--- src/rtl/lock_guard_pkg.sv ---
package lock_guard_pkg;

  typedef enum logic [1:0] {
    OP_LOCK_BLK  = 2'd0,
    OP_WP_ON     = 2'd1,
    OP_WP_OFF    = 2'd2,
    OP_ERASE_ALL = 2'd3
  } guard_op_e;

  typedef enum logic {
    ST_IDLE = 1'b0,
    ST_WALK = 1'b1
  } walk_state_e;

  // strobes from the control to the protection store
  typedef struct packed {
    logic lockSet;
    logic lockClrReq;
    logic lockClrWalk;
    logic wpSet;
    logic wpClr;
  } guard_stb_t;

endpackage

--- src/rtl/lock_store.sv ---
module lock_store
  import lock_guard_pkg::*;
#(
  parameter int BLK_CNT = 32,
  localparam int BLK_W = $clog2(BLK_CNT)
) (
  input  logic             clk,
  input  logic             rstN,
  input  guard_stb_t       stb,
  input  logic [BLK_W-1:0] cmdBlk,
  input  logic [BLK_W-1:0] reqBlk,
  input  logic [BLK_W-1:0] walkIdx,
  output logic             reqBlocked,
  output logic             walkBlocked,
  output logic             wpOn
);

  logic [BLK_CNT-1:0] lockVec;

  always_ff @(posedge clk) begin
    if (!rstN)          wpOn <= 1'b0;
    else if (stb.wpSet) wpOn <= 1'b1;
    else if (stb.wpClr) wpOn <= 1'b0;
  end

  // one lock bit per block; a set in the same cycle beats a clear
  for (genvar g = 0; g < BLK_CNT; g++) begin : g_lock
    logic hitSet, hitClr;
    assign hitSet = stb.lockSet && (cmdBlk == BLK_W'(g));
    assign hitClr = (stb.lockClrReq && (reqBlk == BLK_W'(g))) ||
                    (stb.lockClrWalk && (walkIdx == BLK_W'(g)));
    always_ff @(posedge clk) begin
      if (!rstN)       lockVec[g] <= 1'b0;
      else if (hitSet) lockVec[g] <= 1'b1;
      else if (hitClr) lockVec[g] <= 1'b0;
    end
  end

  assign reqBlocked  = wpOn && lockVec[reqBlk];
  assign walkBlocked = wpOn && lockVec[walkIdx];

endmodule

--- src/rtl/lock_ctrl.sv ---
module lock_ctrl
  import lock_guard_pkg::*;
#(
  parameter int ADDR_W  = 19,
  parameter int BLK_CNT = 32,
  localparam int BLK_W = $clog2(BLK_CNT),
  localparam logic [BLK_W-1:0] LAST_BLK = BLK_W'(BLK_CNT - 1)
) (
  input  logic              clk,
  input  logic              rstN,
  input  logic              cmdValid,
  input  logic [1:0]        cmdOp,
  input  logic [ADDR_W-1:0] cmdAddr,
  input  logic              reqValid,
  input  logic              reqErase,
  input  logic [ADDR_W-1:0] reqAddr,
  input  logic              reqBlocked,
  input  logic              walkBlocked,
  output guard_stb_t        stb,
  output logic [BLK_W-1:0]  cmdBlk,
  output logic [BLK_W-1:0]  reqBlk,
  output logic [BLK_W-1:0]  walkIdx,
  output logic              reqGrant,
  output logic              reqReject,
  output logic              walkErase,
  output logic [BLK_W-1:0]  walkBlk,
  output logic              walkDone,
  output logic              walkBusy
);

  walk_state_e state;
  guard_op_e   op;
  logic        idle;

  assign op     = guard_op_e'(cmdOp);
  assign idle   = (state == ST_IDLE);
  assign cmdBlk = cmdAddr[ADDR_W-1 -: BLK_W];
  assign reqBlk = reqAddr[ADDR_W-1 -: BLK_W];
  assign walkBusy = !idle;

  always_comb begin
    stb = '0;
    if (idle && cmdValid) begin
      case (op)
        OP_LOCK_BLK: stb.lockSet = 1'b1;
        OP_WP_ON:    stb.wpSet   = 1'b1;
        OP_WP_OFF:   stb.wpClr   = 1'b1;
        default:     ;
      endcase
    end
    stb.lockClrReq  = idle && reqValid && reqErase && !reqBlocked;
    stb.lockClrWalk = !idle && !walkBlocked;
  end

  always_ff @(posedge clk) begin
    if (!rstN) begin
      state     <= ST_IDLE;
      walkIdx   <= '0;
      reqGrant  <= 1'b0;
      reqReject <= 1'b0;
      walkErase <= 1'b0;
      walkBlk   <= '0;
      walkDone  <= 1'b0;
    end else begin
      reqGrant  <= reqValid && idle && !reqBlocked;
      reqReject <= reqValid && (!idle || reqBlocked);
      walkErase <= !idle && !walkBlocked;
      walkDone  <= !idle && (walkIdx == LAST_BLK);
      if (!idle) walkBlk <= walkIdx;
      case (state)
        ST_IDLE: begin
          if (cmdValid && op == OP_ERASE_ALL) begin
            state   <= ST_WALK;
            walkIdx <= '0;
          end
        end
        ST_WALK: begin
          if (walkIdx == LAST_BLK) state <= ST_IDLE;
          else walkIdx <= walkIdx + 1'b1;
        end
        default: state <= ST_IDLE;
      endcase
    end
  end

endmodule

--- src/rtl/flash_lock_guard.sv ---
module flash_lock_guard
  import lock_guard_pkg::*;
#(
  parameter int ADDR_W  = 19,
  parameter int BLK_CNT = 32,
  localparam int BLK_W = $clog2(BLK_CNT)
) (
  input  logic              clk,
  input  logic              rstN,
  input  logic              cmdValid,
  input  logic [1:0]        cmdOp,
  input  logic [ADDR_W-1:0] cmdAddr,
  input  logic              reqValid,
  input  logic              reqErase,
  input  logic [ADDR_W-1:0] reqAddr,
  output logic              reqGrant,
  output logic              reqReject,
  output logic              walkErase,
  output logic [BLK_W-1:0]  walkBlk,
  output logic              walkDone,
  output logic              walkBusy
);

  guard_stb_t       stb;
  logic [BLK_W-1:0] cmdBlk, reqBlk, walkIdx;
  logic             reqBlocked, walkBlocked, wpOn;

  lock_ctrl #(.ADDR_W(ADDR_W), .BLK_CNT(BLK_CNT)) u_ctrl (
    .clk(clk), .rstN(rstN),
    .cmdValid(cmdValid), .cmdOp(cmdOp), .cmdAddr(cmdAddr),
    .reqValid(reqValid), .reqErase(reqErase), .reqAddr(reqAddr),
    .reqBlocked(reqBlocked), .walkBlocked(walkBlocked),
    .stb(stb), .cmdBlk(cmdBlk), .reqBlk(reqBlk), .walkIdx(walkIdx),
    .reqGrant(reqGrant), .reqReject(reqReject),
    .walkErase(walkErase), .walkBlk(walkBlk),
    .walkDone(walkDone), .walkBusy(walkBusy)
  );

  lock_store #(.BLK_CNT(BLK_CNT)) u_store (
    .clk(clk), .rstN(rstN), .stb(stb),
    .cmdBlk(cmdBlk), .reqBlk(reqBlk), .walkIdx(walkIdx),
    .reqBlocked(reqBlocked), .walkBlocked(walkBlocked), .wpOn(wpOn)
  );

endmodule

--- config.mk ---
export PLATFORM = sky130hd
export DESIGN_NAME = flash_lock_guard
export DESIGN_NICKNAME = d
export VERILOG_FILES = /design/src/rtl/lock_guard_pkg.sv /design/src/rtl/lock_store.sv /design/src/rtl/lock_ctrl.sv /design/src/rtl/flash_lock_guard.sv
export SDC_FILE = /design/constraint.sdc
export NUM_CORES = 1
export LEC_CHECK = 0
export CAP_MARGIN = 20
export CELL_PAD_IN_SITES_DETAIL_PLACEMENT = 0
export CELL_PAD_IN_SITES_GLOBAL_PLACEMENT = 1
export CORE_MARGIN = 2
export CORE_UTILIZATION = 43
export CTS_CLUSTER_SIZE = 12
export DETAILED_ROUTE_END_ITERATION = 7
export PLACE_DENSITY = 0.83
export SETUP_SLACK_MARGIN = 0.1
export SLEW_MARGIN = 20
export SYNTH_ARGS = -nofsm -noshare
export SYNTH_HDL_FRONTEND = slang
export SYNTH_SLANG_ARGS = --single-unit
export TNS_END_PERCENT = 20
--- constraint.sdc ---
create_clock -name clk -period 5 [get_ports clk]
set_input_delay 1.5 -clock clk [delete_from_list [all_inputs] [get_ports clk]]
set_output_delay 1.5 -clock clk [all_outputs]
set_load 0.005 [all_outputs]
# [Yosys cells after proc, flatten, opt, wreduce, memory -nomap -nowiden]
# Cells that the tools add are included.
[classes] n_reduce_logical=180 addsub=1 eq_ne=98 n_mux=81 magnitude_cmp=2 n_bitwise=1
[ops] operator="$eq A5 B5 Y1 const B" count=48
[ops] operator="$eq A5 B4 Y1 const B" count=24
[ops] operator="$logic_and A1 B1 Y1" count=107
[ops] operator="$mux W1" count=74
[ops] operator="$reduce_bool A2 Y1" count=33
[ops] operator="$eq A5 B3 Y1 const B" count=12
[ops] operator="$logic_or A1 B1 Y1" count=33
[ops] operator="$eq A5 B2 Y1 const B" count=6
[ops] operator="$eq A5 B1 Y1 const B" count=3
[ops] operator="$logic_not A5 Y1" count=3
[ops] operator="$lt A5 B6 Y1 const B" count=2
[ops] operator="$bmux W1 S5" count=2
[ops] operator="$mux W5" count=2
[ops] operator="$pmux W5 S2" count=1
[ops] operator="$add A5 B1 Y5 const B" count=1
[ops] operator="$eq A2 B2 Y1 const B" count=2
[ops] operator="$ne A2 B2 Y1 const B" count=2
[ops] operator="$eq A2 B1 Y1 const B" count=1
[ops] operator="$logic_not A1 Y1" count=2
[ops] operator="$logic_not A2 Y1" count=1
[ops] operator="$mux W2" count=1
[ops] operator="$pmux W1 S2" count=1
[ops] operator="$reduce_and A2 Y1" count=1
[ops] operator="$not A1 Y1" count=1
[totals] wordCells=403 reg_bits=48 output_inout_bits=10 input_bits=45

# [Logic depth before layout (Yosys ltp)]
[depth] word_depth=9 ltp_mapped=9 ltp_nobuf=9

# [Cells and area by module]
# A second synthesis with hierarchy kept.
[unflattened] hier_cells=311 area_unflattened_um2=3061.7
[by_module_without_submodules] module="lock_store" cells_each=238 area_each_um2=2353.5 seq_area_each_um2=660.6 n_inst=1
[by_module_without_submodules] module="lock_ctrl" cells_each=73 area_each_um2=708.2 seq_area_each_um2=300.3 n_inst=1

# [Worst setup path after synthesis]
# Ideal clock, no wire load.
[synth_timing] path_type="input-to-reg" startpoint="input port reqAddr[15]" endpoint="register u_store.lockVec[13]" stages=7 required_time_ns=4.884 n_path_buf=1 path_slack_ns=1.312 t_arrival_ns=3.572 cell_sequence="clkbuf_1 -> mux4_2 -> and2_4 -> o41ai_4 -> a31oi_2 -> or4_1 -> a41o_1"
[synth_between] elab_chain_cells=8 elab_cells_between_ends=9 cone_classes="eq/ne (1); mux (2); reduce/logical (6)"
[synth_rtl] element="start: declaration" line="flash_lock_guard.sv:15" source="input logic [ADDR_W-1:0] reqAddr,"
[synth_rtl] element="$bmux W1 S5" line="lock_store.sv:39" source="assign reqBlocked = wpOn && lockVec[reqBlk];"
[synth_rtl] element="$mux W1 (not written as such)" line="lock_store.sv:39"
[synth_rtl] element="$logic_and A1 B1 Y1" line="lock_store.sv:39"
[synth_rtl] element="$logic_not A1 Y1" line="lock_ctrl.sv:51" source="stb.lockClrReq = idle && reqValid && reqErase && !reqBlocked;"
[synth_rtl] element="$logic_and A1 B1 Y1" line="lock_ctrl.sv:51"
[synth_rtl] element="$logic_and A1 B1 Y1 *" line="lock_store.sv:30" source="assign hitClr = (stb.lockClrReq && (reqBlk == BLK_W'(g))) ||"
[synth_rtl] element="$logic_or A1 B1 Y1 *" line="lock_store.sv:30"
[synth_rtl] element="$reduce_bool A2 Y1 (no source line) *"
[synth_rtl] element="end signal: indexed assignment" line="lock_store.sv:33" source="if (!rstN) lockVec[g] <= 1'b0;"
[synth_rtl] element="end signal: indexed assignment" line="lock_store.sv:34" source="else if (hitSet) lockVec[g] <= 1'b1;"
[synth_rtl] element="end signal: indexed assignment" line="lock_store.sv:35" source="else if (hitClr) lockVec[g] <= 1'b0;"
[synth_rtl] element="end: declaration" line="lock_store.sv:18" source="logic [BLK_CNT-1:0] lockVec;"
# Every way passes the cells marked *; elsewhere a longest branch is shown, timed or not. The select of a mux whose other input is x is not followed.
# A chain may end at the register's enable or synchronous reset.

# [Final worst setup path]
[layout_timing] startpoint="input port reqAddr[15]" endpoint="register u_store.lockVec[10]"
# The elaborated chain is that of the path after synthesis.

==> results.sh <==
export IMPL_outcome="complete, no violations"
export IMPL_fmax_mhz=238
export IMPL_finalMaxSlewViolations=0
export IMPL_avgSynthCellArea_um2=8.22
export IMPL_hold_viol=0
export IMPL_syn2layout_area_growth_pct=14.5
export IMPL_worstMarginPinSlew_ns=0.949
export IMPL_via_per_inst=6.46
export IMPL_finalNonFillerCells=504
export IMPL_required_ns=5.23
export IMPL_cp_arrival_ns=4.44
export IMPL_hpwlAfterDp_mm=7.48
export IMPL_root_buffer="clkbuf_8"
export IMPL_critPathMostFrequentCell="buf_4"
export IMPL_die_area_um2=8080
export IMPL_drt_first_pass_iters=5
export IMPL_fin_crit_sh_pct=84.1
export IMPL_ir_worst_vdd_mv=0.104
export IMPL_synthesis_nets=437
export IMPL_clock_sinks=48
export IMPL_crit_type="primary input to flip-flop"
export IMPL_synthCells=386
export IMPL_antenna_found_initial=0
export IMPL_cts_tree="built"
export IMPL_grt_max_degree=38
export IMPL_post_dp_cell_area_um2=3540
export IMPL_combPwrFrac_pct=15.0
export IMPL_path_clk_slew_ns=0.10
export IMPL_ant_nets=0
export IMPL_critPathSlowestCell="a31oi_2"
export IMPL_drc=0
export IMPL_worstPathCellList="clkdlybuf4s50_1 -> buf_4 -> mux2i_1 -> nor3_1 -> o41ai_4 -> a31oi_2 -> buf_4 -> nor4_1 -> o32ai_1"
export IMPL_clockBufferDepth=2
export IMPL_finalClockSkew_ns=0.00843
export IMPL_postCtsSetupBuffers=0
export IMPL_routed_wl_mm=10.5
export IMPL_nNetsFinal=455
export IMPL_switching_share_pct=28.6
export IMPL_slowest_delay_ns=0.78
export IMPL_final_core_util_pct=50.4
export IMPL_clk_latency_ns=0.31
export IMPL_p_switching_uw=217
export IMPL_rows=31
export IMPL_fin_ws_ns=0.794
export IMPL_n_antenna_cell=0
export IMPL_startpoint="reqAddr[15]"
export IMPL_p_total_uw=758
export IMPL_setup_violations_final=0
export IMPL_grt_overflow=0
export IMPL_final_area_um2=3630
export IMPL_fin_crit_ns=4.21
export IMPL_end_kind="flip-flop"
export IMPL_setup_worst_path_start_class="primary input"
export IMPL_grt_pass1_wl_mm=16.9
export IMPL_r2r_cells=6
export IMPL_r2r_end="u_store.lockVec[30]$_SDFFE_PN0P_"
export IMPL_whs_ns=0.487
export IMPL_seqPwrFrac_pct=51.4
export IMPL_post_cts_resized=0
export IMPL_maxSlewHeadroom_pct=35.1
export IMPL_seq_area_frac_synth_pct=30.3
export IMPL_crit_buf_inv=3
export IMPL_vias=3255
export IMPL_die_h_um=89.9
export IMPL_p_clk_share_pct=33.6
export IMPL_intPower_uw=541
export IMPL_fillers=695
export IMPL_gp_congestion=0.981
export IMPL_rsz0062_at_grt="no"
export IMPL_wl_per_cell_um=20.9
export IMPL_crit_fanout=17
export IMPL_syn_cell_area_um2=3170
export IMPL_r2r_slack_ns=1.89
export IMPL_dp_worst_setup_slack_ns=0.519
export IMPL_htree_levels=2
export IMPL_cts_buffers=5
export IMPL_first_global_vias=3139
export IMPL_synth_async_reset_ratio_pct=0
export IMPL_ys_types=62
export IMPL_r2r_start="u_ctrl.walkIdx[2]$_SDFFE_PN0P_"
export IMPL_synth_edf_count=0
export IMPL_hold_class="flip-flop to flip-flop"
export IMPL_chipWidth_um=89.9
export IMPL_io_pins=55
export IMPL_grt_util_all_layers_pct=26.0
export IMPL_cp_endpoint="u_store.lockVec[10]$_SDFFE_PN0P_"
export IMPL_ys_ff_latch=48
export IMPL_drtIter0Drc=363
export IMPL_place_inst=496
export IMPL_final_common_cell="nand2_1"
export IMPL_p_leak_nw=1.16
export IMPL_layout_drive_gt1_share_pct=10.1
export IMPL_maxCapViolations=0
export IMPL_coreArea_um2=7210
export IMPL_path_delay_family="buffers and inverters"
export IMPL_yosys_most_used_dff="dfxtp_1"
export IMPL_start_util_pct=44.0
export IMPL_cts_hold_buf=0
export IMPL_power_density_nw_per_um2=209
export IMPL_worst_path_stages=9
export IMPL_yosys_warnings=0
export IMPL_tns_ns=0
export IMPL_numPortBuffers=26
export IMPL_mostFrequentLayoutCells="nand2_1 (53), dfxtp_1 (48), clkdlybuf4s50_1 (26)"
## cell usage after synthesis, types with 2 or more instances
cell | number | area share [%]
nand2_1 | 53 | 6.3
dfxtp_1 | 48 | 30
nor2_1 | 25 | 3.0
clkbuf_1 | 21 | 2.5
o22ai_1 | 21 | 4.1
mux2i_1 | 16 | 5.0
nor2b_1 | 16 | 3.2
nor4_1 | 15 | 3.0
nand3_1 | 12 | 1.9
o211ai_1 | 12 | 2.8
nand2b_1 | 11 | 2.2
nor3_1 | 9 | 1.4
a21oi_1 | 8 | 1.3
mux4_2 | 8 | 5.7
ha_1 | 6 | 2.4
inv_1 | 6 | 0.71
nor3b_1 | 6 | 1.4
o21ai_0 | 6 | 0.95
and2_1 | 5 | 0.99
a21o_1 | 4 | 0.95
and3_1 | 4 | 0.79
nand3b_1 | 4 | 0.95
nand4_1 | 4 | 0.79
nor4b_1 | 4 | 1.1
o32ai_1 | 4 | 1.1
or2_2 | 4 | 0.79
a31oi_1 | 3 | 0.59
buf_1 | 3 | 0.35
o311ai_1 | 3 | 0.83
a2111oi_0 | 2 | 0.55
a211oi_1 | 2 | 0.47
a21boi_0 | 2 | 0.47
a221oi_1 | 2 | 0.55
a41o_1 | 2 | 0.63
a41oi_1 | 2 | 0.55
buf_2 | 2 | 0.32
inv_2 | 2 | 0.24
mux2_1 | 2 | 0.71
o2bb2ai_1 | 2 | 0.55
o41ai_1 | 2 | 0.55
or3b_2 | 2 | 0.55
## cells by family (layout without fill, tap and decap cells)
kind of cell | after synthesis | in the layout | synth area share [%]
xor gates and xnor gates | 2 | 2 | 0.552
adders and majority gates | 6 | 6 | 2.37
buffers and inverters | 36 | 55 | 4.69
and+or+nand+nor | 182 | 182 | 30.4
DFF | 48 | 48 | 30.3
muxes | 27 | 27 | 11.8
AOI/OAI and AO/OA | 85 | 85 | 20.0
## metal layers
metal	routed length (µm)	GRT usage, %	part of all wire (%)
met5	0	0	0
met3	787	3.10	7.5
met1	4770	37.7	45
met4	307	11.4	2.9
met2	4680	39.0	44
## final cells by class
cell class | count | area, µm² | share of cell area [%]
clock buffers | 7 | 86.3 | 2.38
flip-flops and latches | 48 | 961 | 26.4
inverters | 8 | 30.0 | 0.826
repair buffers | 39 | 358 | 9.85
well taps | 99 | 124 | 3.41
clock inverters | 1 | 7.51 | 0.207
multi-input cells | 302 | 2070 | 56.9
## worst min-delay path by stage
| stage | start | endpoint | slack [ns] | depth (start not counted) |
|---|---|---|---|---|
| after global routing | u_ctrl.walkBlk[4]$_SDFFE_PN0P_ | u_ctrl.walkBlk[4]$_SDFFE_PN0P_ | 0.52 | 2 |
| final | u_ctrl.walkBlk[4]$_SDFFE_PN0P_ | u_ctrl.walkBlk[4]$_SDFFE_PN0P_ | 0.49 | 2 |
| after detailed placement | u_ctrl.walkBlk[4]$_SDFFE_PN0P_ | u_ctrl.walkBlk[4]$_SDFFE_PN0P_ | 0.48 | 2 |
| after floorplan | u_store.lockVec[10]$_SDFFE_PN0P_ | u_store.lockVec[10]$_SDFFE_PN0P_ | 0.45 | 2 |
| after global placement | u_ctrl.walkBlk[4]$_SDFFE_PN0P_ | u_ctrl.walkBlk[4]$_SDFFE_PN0P_ | 0.47 | 2 |
| after CTS | u_ctrl.walkBlk[4]$_SDFFE_PN0P_ | u_ctrl.walkBlk[4]$_SDFFE_PN0P_ | 0.49 | 2 |
## power groups by stage
stage          registers [mW]  logic [mW]  clock network (mW)
2_1_floorplan           0.397      0.0639                   0
6_report                0.389       0.114               0.255
4_1_cts                 0.389       0.112               0.255
3_5_place_dp            0.398       0.111                   0
3_3_place_gp            0.398       0.110                   0
5_1_grt                 0.390       0.120               0.272
## worst reg2reg max path, cell delays in order (launching register included)
cell and delay (ns):
dfxtp_1 0.75, nand2b_1 0.39, o22ai_1 0.13, a2111oi_0 0.87, a21boi_2 0.38, o41ai_1 0.38, a21oi_1 0.07
## flip-flops by register name, indices dropped and copies added (netlist names)
signal	count
u_store.lockVec	32
u_ctrl.walkBlk	5
u_ctrl.walkIdx	5
u_ctrl.reqGrant	1
u_ctrl.reqReject	1
u_ctrl.walkBusy	1
u_ctrl.walkDone	1
u_ctrl.walkErase	1
u_store.wpOn	1
Note: power is estimated with default switching activity, not from simulation.
